`src/rtl/dcb_pkg.sv`:
```
package dcb_pkg;

    // Line level code presented to the external driver.
    typedef enum logic [1:0] {
        LVL_LOW  = 2'b01,
        LVL_HIGH = 2'b10,
        LVL_IDLE = 2'b11
    } level_e;

    // Word sequencing phases.
    typedef enum logic [1:0] {
        PH_READY = 2'b00,
        PH_PORCH = 2'b01,
        PH_BITS  = 2'b10,
        PH_GAP   = 2'b11
    } phase_e;

    localparam logic [1:0] LAST_SLOT = 2'd2;

    // Slot timing seen by the rest of the block.
    typedef struct packed {
        logic [1:0] idx;
        logic       bit_end;
    } tick_t;

    // Level inside a bit: slot 0 always low, slot 2 always high,
    // slot 1 carries the value.
    function automatic level_e bit_level(input logic [1:0] idx, input logic val);
        level_e lv;
        case (idx)
            2'd0:    lv = LVL_LOW;
            2'd1:    lv = val ? LVL_HIGH : LVL_LOW;
            default: lv = LVL_HIGH;
        endcase
        return lv;
    endfunction

endpackage

```
`src/rtl/dcb_slot_timer.sv`:
```
module dcb_slot_timer
    import dcb_pkg::*;
#(
    parameter int SLOT_W = 8
) (
    input  logic              clk,
    input  logic              rst,
    input  logic              run,
    input  logic [SLOT_W-1:0] slot_len,
    output tick_t             tick
);
    localparam logic [SLOT_W-1:0] S_ONE = SLOT_W'(1);

    logic [SLOT_W-1:0] cnt_q;
    logic [1:0]        idx_q;
    logic              wrap;

    assign wrap = run && (cnt_q == slot_len - S_ONE);

    always_ff @(posedge clk) begin
        if (rst || !run) begin
            cnt_q <= '0;
            idx_q <= '0;
        end else if (wrap) begin
            cnt_q <= '0;
            idx_q <= (idx_q == LAST_SLOT) ? 2'd0 : idx_q + 2'd1;
        end else begin
            cnt_q <= cnt_q + S_ONE;
        end
    end

    assign tick.idx     = idx_q;
    assign tick.bit_end = wrap && (idx_q == LAST_SLOT);

endmodule

```
`src/rtl/dcb_word_seq.sv`:
```
module dcb_word_seq
    import dcb_pkg::*;
#(
    parameter int LEN_W = 5,
    parameter int GAP_W = 8
) (
    input  logic             clk,
    input  logic             rst,
    input  logic             start,
    input  logic [LEN_W-1:0] len_c,
    input  logic [GAP_W-1:0] gap_len,
    input  logic             bit_end,
    output phase_e           phase,
    output logic             accept,
    output logic             last_bit,
    output logic             done
);
    localparam logic [LEN_W-1:0] L_ONE = LEN_W'(1);
    localparam logic [GAP_W-1:0] G_ONE = GAP_W'(1);

    phase_e           ph_q;
    logic [LEN_W-1:0] left_q;
    logic [GAP_W-1:0] gap_q;
    logic             done_q;

    assign accept   = start && (ph_q == PH_READY);
    assign last_bit = (ph_q == PH_BITS) && bit_end && (left_q == L_ONE);

    always_ff @(posedge clk) begin
        if (rst) begin
            ph_q   <= PH_READY;
            left_q <= '0;
            gap_q  <= '0;
            done_q <= 1'b0;
        end else begin
            done_q <= last_bit;
            case (ph_q)
                PH_READY: if (accept) begin
                    ph_q   <= PH_PORCH;
                    left_q <= len_c;
                end
                PH_PORCH: if (bit_end) ph_q <= PH_BITS;
                PH_BITS: if (bit_end) begin
                    if (left_q == L_ONE) begin
                        ph_q  <= PH_GAP;
                        gap_q <= gap_len;
                    end else begin
                        left_q <= left_q - L_ONE;
                    end
                end
                default: begin
                    if (gap_q == '0) ph_q <= PH_READY;
                    else             gap_q <= gap_q - G_ONE;
                end
            endcase
        end
    end

    assign phase = ph_q;
    assign done  = done_q;

endmodule

```
`src/rtl/dcb_bit_shifter.sv`:
```
module dcb_bit_shifter #(
    parameter int MAX_BITS = 24,
    parameter int LEN_W    = 5
) (
    input  logic                clk,
    input  logic                rst,
    input  logic                accept,
    input  logic [MAX_BITS-1:0] cmd_word,
    input  logic [LEN_W-1:0]    len_c,
    input  logic                shift_en,
    input  logic                last_bit,
    input  logic                sense_in,
    output logic                tx_bit,
    output logic [MAX_BITS-1:0] reply_word
);
    localparam logic [LEN_W-1:0] L_MAX = LEN_W'(MAX_BITS);

    logic [MAX_BITS-1:0] tx_q;
    logic [MAX_BITS-1:0] rx_q;
    logic [MAX_BITS-1:0] reply_q;
    logic [MAX_BITS-1:0] rx_next;

    assign rx_next = {rx_q[MAX_BITS-2:0], sense_in};

    always_ff @(posedge clk) begin
        if (rst) begin
            tx_q    <= '0;
            rx_q    <= '0;
            reply_q <= '0;
        end else begin
            if (accept) begin
                tx_q <= cmd_word << (L_MAX - len_c);
                rx_q <= '0;
            end else if (shift_en) begin
                tx_q <= {tx_q[MAX_BITS-2:0], 1'b0};
                rx_q <= rx_next;
            end
            if (last_bit) reply_q <= rx_next;
        end
    end

    assign tx_bit     = tx_q[MAX_BITS-1];
    assign reply_word = reply_q;

endmodule

```
`src/rtl/dcb_master.sv`:
```
module dcb_master
    import dcb_pkg::*;
#(
    parameter int MAX_BITS = 24,
    parameter int MIN_BITS = 8,
    parameter int SLOT_W   = 8,
    parameter int GAP_W    = 8,
    parameter int LEN_W    = $clog2(MAX_BITS + 1)
) (
    input  logic                clk,
    input  logic                rst,
    input  logic                start,
    input  logic [MAX_BITS-1:0] cmd_word,
    input  logic [LEN_W-1:0]    word_len,
    input  logic [SLOT_W-1:0]   slot_div,
    input  logic [GAP_W-1:0]    gap_cycles,
    input  logic                sense_in,
    output logic [1:0]          level,
    output logic [MAX_BITS-1:0] reply_word,
    output logic                done,
    output logic                busy
);
    localparam logic [LEN_W-1:0] L_MIN = LEN_W'(MIN_BITS);
    localparam logic [LEN_W-1:0] L_MAX = LEN_W'(MAX_BITS);

    logic [LEN_W-1:0]  len_c;
    logic [SLOT_W-1:0] slot_q;
    logic [GAP_W-1:0]  gap_q;
    phase_e            phase;
    tick_t             tick;
    logic              accept;
    logic              last_bit;
    logic              tx_bit;
    logic              in_word;
    level_e            lvl;

    assign len_c = (word_len < L_MIN) ? L_MIN :
                   (word_len > L_MAX) ? L_MAX : word_len;

    // Timing settings held for the whole word.
    always_ff @(posedge clk) begin
        if (rst) begin
            slot_q <= SLOT_W'(1);
            gap_q  <= '0;
        end else if (accept) begin
            slot_q <= (slot_div == '0) ? SLOT_W'(1) : slot_div;
            gap_q  <= gap_cycles;
        end
    end

    assign in_word = (phase == PH_PORCH) || (phase == PH_BITS);

    dcb_slot_timer #(.SLOT_W(SLOT_W)) u_timer (
        .clk      (clk),
        .rst      (rst),
        .run      (in_word),
        .slot_len (slot_q),
        .tick     (tick)
    );

    dcb_word_seq #(.LEN_W(LEN_W), .GAP_W(GAP_W)) u_seq (
        .clk      (clk),
        .rst      (rst),
        .start    (start),
        .len_c    (len_c),
        .gap_len  (gap_q),
        .bit_end  (tick.bit_end),
        .phase    (phase),
        .accept   (accept),
        .last_bit (last_bit),
        .done     (done)
    );

    dcb_bit_shifter #(.MAX_BITS(MAX_BITS), .LEN_W(LEN_W)) u_shift (
        .clk        (clk),
        .rst        (rst),
        .accept     (accept),
        .cmd_word   (cmd_word),
        .len_c      (len_c),
        .shift_en   ((phase == PH_BITS) && tick.bit_end),
        .last_bit   (last_bit),
        .sense_in   (sense_in),
        .tx_bit     (tx_bit),
        .reply_word (reply_word)
    );

    always_comb begin
        case (phase)
            PH_PORCH: lvl = LVL_HIGH;
            PH_BITS:  lvl = bit_level(tick.idx, tx_bit);
            default:  lvl = LVL_IDLE;
        endcase
    end

    assign level = lvl;
    assign busy  = (phase != PH_READY);

endmodule

```
`config.mk`:
```
export PLATFORM = sky130hd
export DESIGN_NAME = dcb_master
export DESIGN_NICKNAME = d
export VERILOG_FILES = /design/src/rtl/dcb_pkg.sv /design/src/rtl/dcb_slot_timer.sv /design/src/rtl/dcb_word_seq.sv /design/src/rtl/dcb_bit_shifter.sv /design/src/rtl/dcb_master.sv
export SDC_FILE = /design/constraint.sdc
export NUM_CORES = 1
export LEC_CHECK = 0
export ABC_AREA = 1
export BUFFER_PORTS_ARGS = -buffer_cell sky130_fd_sc_hd__buf_2
export CORE_ASPECT_RATIO = 1.1
export CORE_UTILIZATION = 61
export CTS_BUF_LIST = sky130_fd_sc_hd__clkbuf_8
export CTS_CLUSTER_SIZE = 24
export DETAILED_ROUTE_END_ITERATION = 7
export PLACE_DENSITY = 0.94
export SLEW_MARGIN = 25
export SYNTH_ARGS = -nofsm -noshare
export SYNTH_HDL_FRONTEND = slang
export SYNTH_HIERARCHICAL = 1
export SYNTH_SLANG_ARGS = --single-unit
```
`constraint.sdc`:
```
create_clock -name clk -period 3.7 [get_ports clk]
set_input_delay 0.185 -clock clk [delete_from_list [all_inputs] [get_ports clk]]
set_output_delay 0.185 -clock clk [all_outputs]
set_load 0.02 [all_outputs]
```
==> flow_summary_export.csv <==
group,metric,value,unit
timing,timing.final.max_slew_violations,0,
cells_and_area,syn_to_final_growth,13.22,%
synth,yosys_cell_types,42,
cells_and_area,layout-drive-gt1-share,16.11,%
global_route,grtUsageMet3,6.557,%
global_route,grtUsageTotal,30.65,%
synth,asyncSetResetFlopFracSynth,0,%
timing,relSlewSlack,47.55,%
global_route,first_global_vias,6257,
synth,yosys.area.top_type,"dfxtp_1",
worst_hold_path,min_delay_worst_endpoint,"slot_q[2]",
cts,cts_root_buffer,"clkbuf_8",
timing,timing_hold_violations_final,0,
timing,fin_worst_skew,0.01272,ns
detailed_routing,dr.pass1.iters,7,
worst_setup_path,reg2regPathDepth,16,
worst_setup_path,cp_data_required_time,4.02,ns
detailed_routing,average_wire_per_standard_cell,13.34,um
worst_setup_path,timing.critical_path.fanout_max,40,
detailed_routing,routed-via-count,6802,
global_route,grt_overflow,0,
worst_setup_path,timing.rr.end,"u_shift/tx_q[9]",
global_route,grt_pass1_wl,27480,um
synth,post_synth_and_or_nand_nor_area_fraction,35.98,%
floorplan,placementRows,39,
floorplan,floorplan.initialDensity,63.03,%
cts,tritoncts_clock_tree,"built",
worst_hold_path,timing.hold.worst_path_depth,3,
synth,synth_common_cells,"nand2_1 (275), nor2_1 (115), dfxtp_1 (113), nand3_1 (113), o21ai_0 (82)",
synth,synthXorXnorAreaFrac,1.585,%
global_route,grt_start_max_net_pins,44,
synth,yosys.area_share.adder,2.674,%
synth,synth-compound-area-share,15.72,%
cts,numCtsBuffers,17,
floorplan,boundaryPins,77,
place,port_bufs,76,
synth,yosysSeqAreaShare,34.53,%
detailed_routing,drc_violation_count_after_routing,0,
detailed_routing,postRouteWirelength,16390,um
power,worst_ir_drop_vdd,0.4287,mV
synth,synth.mux.area_fraction,0,%
status,run_status,"finished, final reports clean",
timing,setup-tns-final,0,ns
detailed_routing,avgViaCountPerCell,5.535,
place,place.detailed.instances,1187,
synth,synth.avg_cell_area,6.512,um^2
worst_setup_path,regToRegStartpoint,"slot_q[0]",
power,p_leak,3.414,nW
timing,final.min_clock_period,3.086,ns
cts,post_cts.repair.setup_buffers,0,
floorplan,dieArea,11160,um^2
cells_and_area,num_antenna_cells,0,
cells_and_area,fill_cells,836,
global_route,grtUsageMet1,36.56,%
cts,clk_pin_slew_worst_paths,0.07,ns
cells_and_area,instances_no_fill,1229,
power,cellPowerDensity,574.2,nW/um^2
worst_setup_path,crit_type,"reg -> reg",
floorplan,chipWidth,100.8,um
timing,rsz0062_at_grt,"false",
synth,yosys_register_bits,113,
timing,hold-worst-slack,0.03127,ns
timing,max_clock_freq,324.0,MHz
synth,yosys_warnings,6,
synth,synth.most_common_cell,"nand2_1",
synth,synth.cell_area,6551,um^2
detailed_routing,count_of_routing_violations_after_the_opening_detailed_route_iteration,514,
synth,netlist.area_leader.share,34.53,%
global_route,antenna_found_initial,0,
global_route,globalRouteMet2Util,52.97,%
worst_setup_path,critPathArrivalTime,3.40,ns
synth,ys_top_cells_by_area,"dfxtp_1 (35%), nand2_1 (16%), nand3_1 (8.6%), nor2_1 (6.6%), o21ai_0 (6.3%)",
place,detailed_place_hpwl,10670,um
timing,transition_time_at_the_pin_with_the_least_slew_margin,0.7848,ns
timing,post-route-period-util,83.42,%
floorplan,placeableCoreArea,10390,um^2
synth,synth_edf_count,0,
cts,cts_buffer_depth,2,
job,timing.max_cap.violations,0,
worst_hold_path,hp-class,"in -> reg",
synth,netlist_instances,1006,
detailed_routing,route.antenna.remaining_nets,0,
worst_setup_path,worst-r2r-setup-slack,0.61,ns
timing,timing.final.setup_violations,0,
cts,ctsHtreeMaxLevel,4,
cells_and_area,post-route-util,71.36,%
worst_setup_path,start_kind,"flop",
cts,tritoncts_num_sinks,113,
global_route,busiest_layer,"met2",
synth,synth_nets,1069,
worst_setup_path,critical_path.endpoint_type,"flop",
cells_and_area,design.final.nets,1136,
synth,ys_dominant_reg_cell,"dfxtp_1",
synth,synth_top_family_by_area,"simple AND/OR/NAND/NOR gates",
cts,clock_latency_on_the_worst_skew_pair,0.44,ns
worst_hold_path,holdCritStartpoint,"slot_div[2]",
floorplan,fp.dieH,110.7,um
place,place.gp.congestion,0.9379,
## final cells by class
cell class	instances	area (um^2)	share of cell area [%]
tap	143	178.9	2.412
clock inverter	15	172.7	2.328
sequential	113	2262	30.50
timing repair buffer	99	578.1	7.794
clock buffer	17	234.0	3.155
inverter	83	325.3	4.386
multi-input combinational	759	3666	49.43
## state kept, by name, summed over array words and instances, names as in the netlist
name	flops
u_seq/phase	2
u_seq/left_q	5
u_shift/rx_q	23
u_shift/tx_q	24
gap_q	8
u_seq/gap_q	8
u_timer/cnt_q	8
slot_q	8
u_timer/idx_q	2
u_seq/done	1
u_shift/reply_word	24
## how the worst max path moves through the flow
stage / from / to / slack (ns) / cells past startpoint
finish: slot_q[0] / u_shift/tx_q[9] / 0.61 / 16
global route: slot_q[0] / u_shift/tx_q[9] / 0.24 / 16
CTS: slot_q[0] / u_shift/tx_q[9] / 0.72 / 13
detailed placement: slot_q[0] / u_shift/reply_word[8] / 0.77 / 14
global placement: slot_q[0] / u_shift/tx_q[22] / 0.87 / 13
floorplan: slot_q[0] / u_shift/tx_q[6] / 1.15 / 18
## what timing repair did
action | CTS | global route
hold buffers | 10 | 0
hold endpoints to repair | 10 | 0
gates resized for setup | 0 | 1
setup endpoints to repair | 0 | 15
## cell families after synthesis
| group | count (synthesis) |
|---|---|
| xor gates and xnor gates | 11 |
| DFF | 113 |
| adders and majority gates | 14 |
| AOI/OAI and AO/OA | 190 |
| buffers and inverters | 134 |
| and+or+nand+nor | 544 |
## cell usage in the layout (no fill, tap or decap), types with 9 or more instances in the layout
master / instances
nand2_1: 275
nor2_1: 115
dfxtp_1: 113
nand3_1: 113
o21ai_0: 82
buf_2: 76
inv_1: 74
a21oi_1: 74
clkbuf_8: 17
a21oi_2: 14
ha_1: 14
buf_4: 13
dlygate4sd3_1: 10
nand2_2: 10
inv_6: 9
## per-layer routing
metal  wire length [um]  vias to the layer above
li1                   -                     3404
met1               6669                     3084
met2               8369                      270
met3                931                       44
met4                420                        0
met5                  0                        -
## critical path, cell delays in order, from the launching register on
cell        delay (ns)
dfxtp_1           0.43
inv_2             0.08
ha_1              0.25
inv_1             0.07
nand2_1           0.07
nand2_1           0.08
nand2_1           0.04
nand2_1           0.05
nand3_1           0.11
nor2_4            0.14
nand2_4           0.09
nor3b_2           0.26
nand2_1           0.08
inv_1             0.14
clkinvlp_4        0.52
o21ai_0           0.43
a21oi_1           0.13
## where the power goes
part | internal (W) | total (W) | leakage, nW | switching, W
Clock | 0.000620 | 0.00120 | 0.209 | 0.000576
Sequential | 0.00137 | 0.00148 | 0.919 | 0.000114
Combinational | 0.000541 | 0.00158 | 2.29 | 0.00104
## per-stage QoR
stage	setup WS (ns)	area, um^2	power (W)
2_1_floorplan	1.148	6551	0.002747
3_3_place_gp	0.8731	6907	0.002986
3_5_place_dp	0.7701	6907	0.003025
4_1_cts	0.7223	7413	0.004237
5_1_grt	0.2423	7417	0.004545
6_report	0.6135	7417	0.004259
Power figures use the tool's default switching activity.
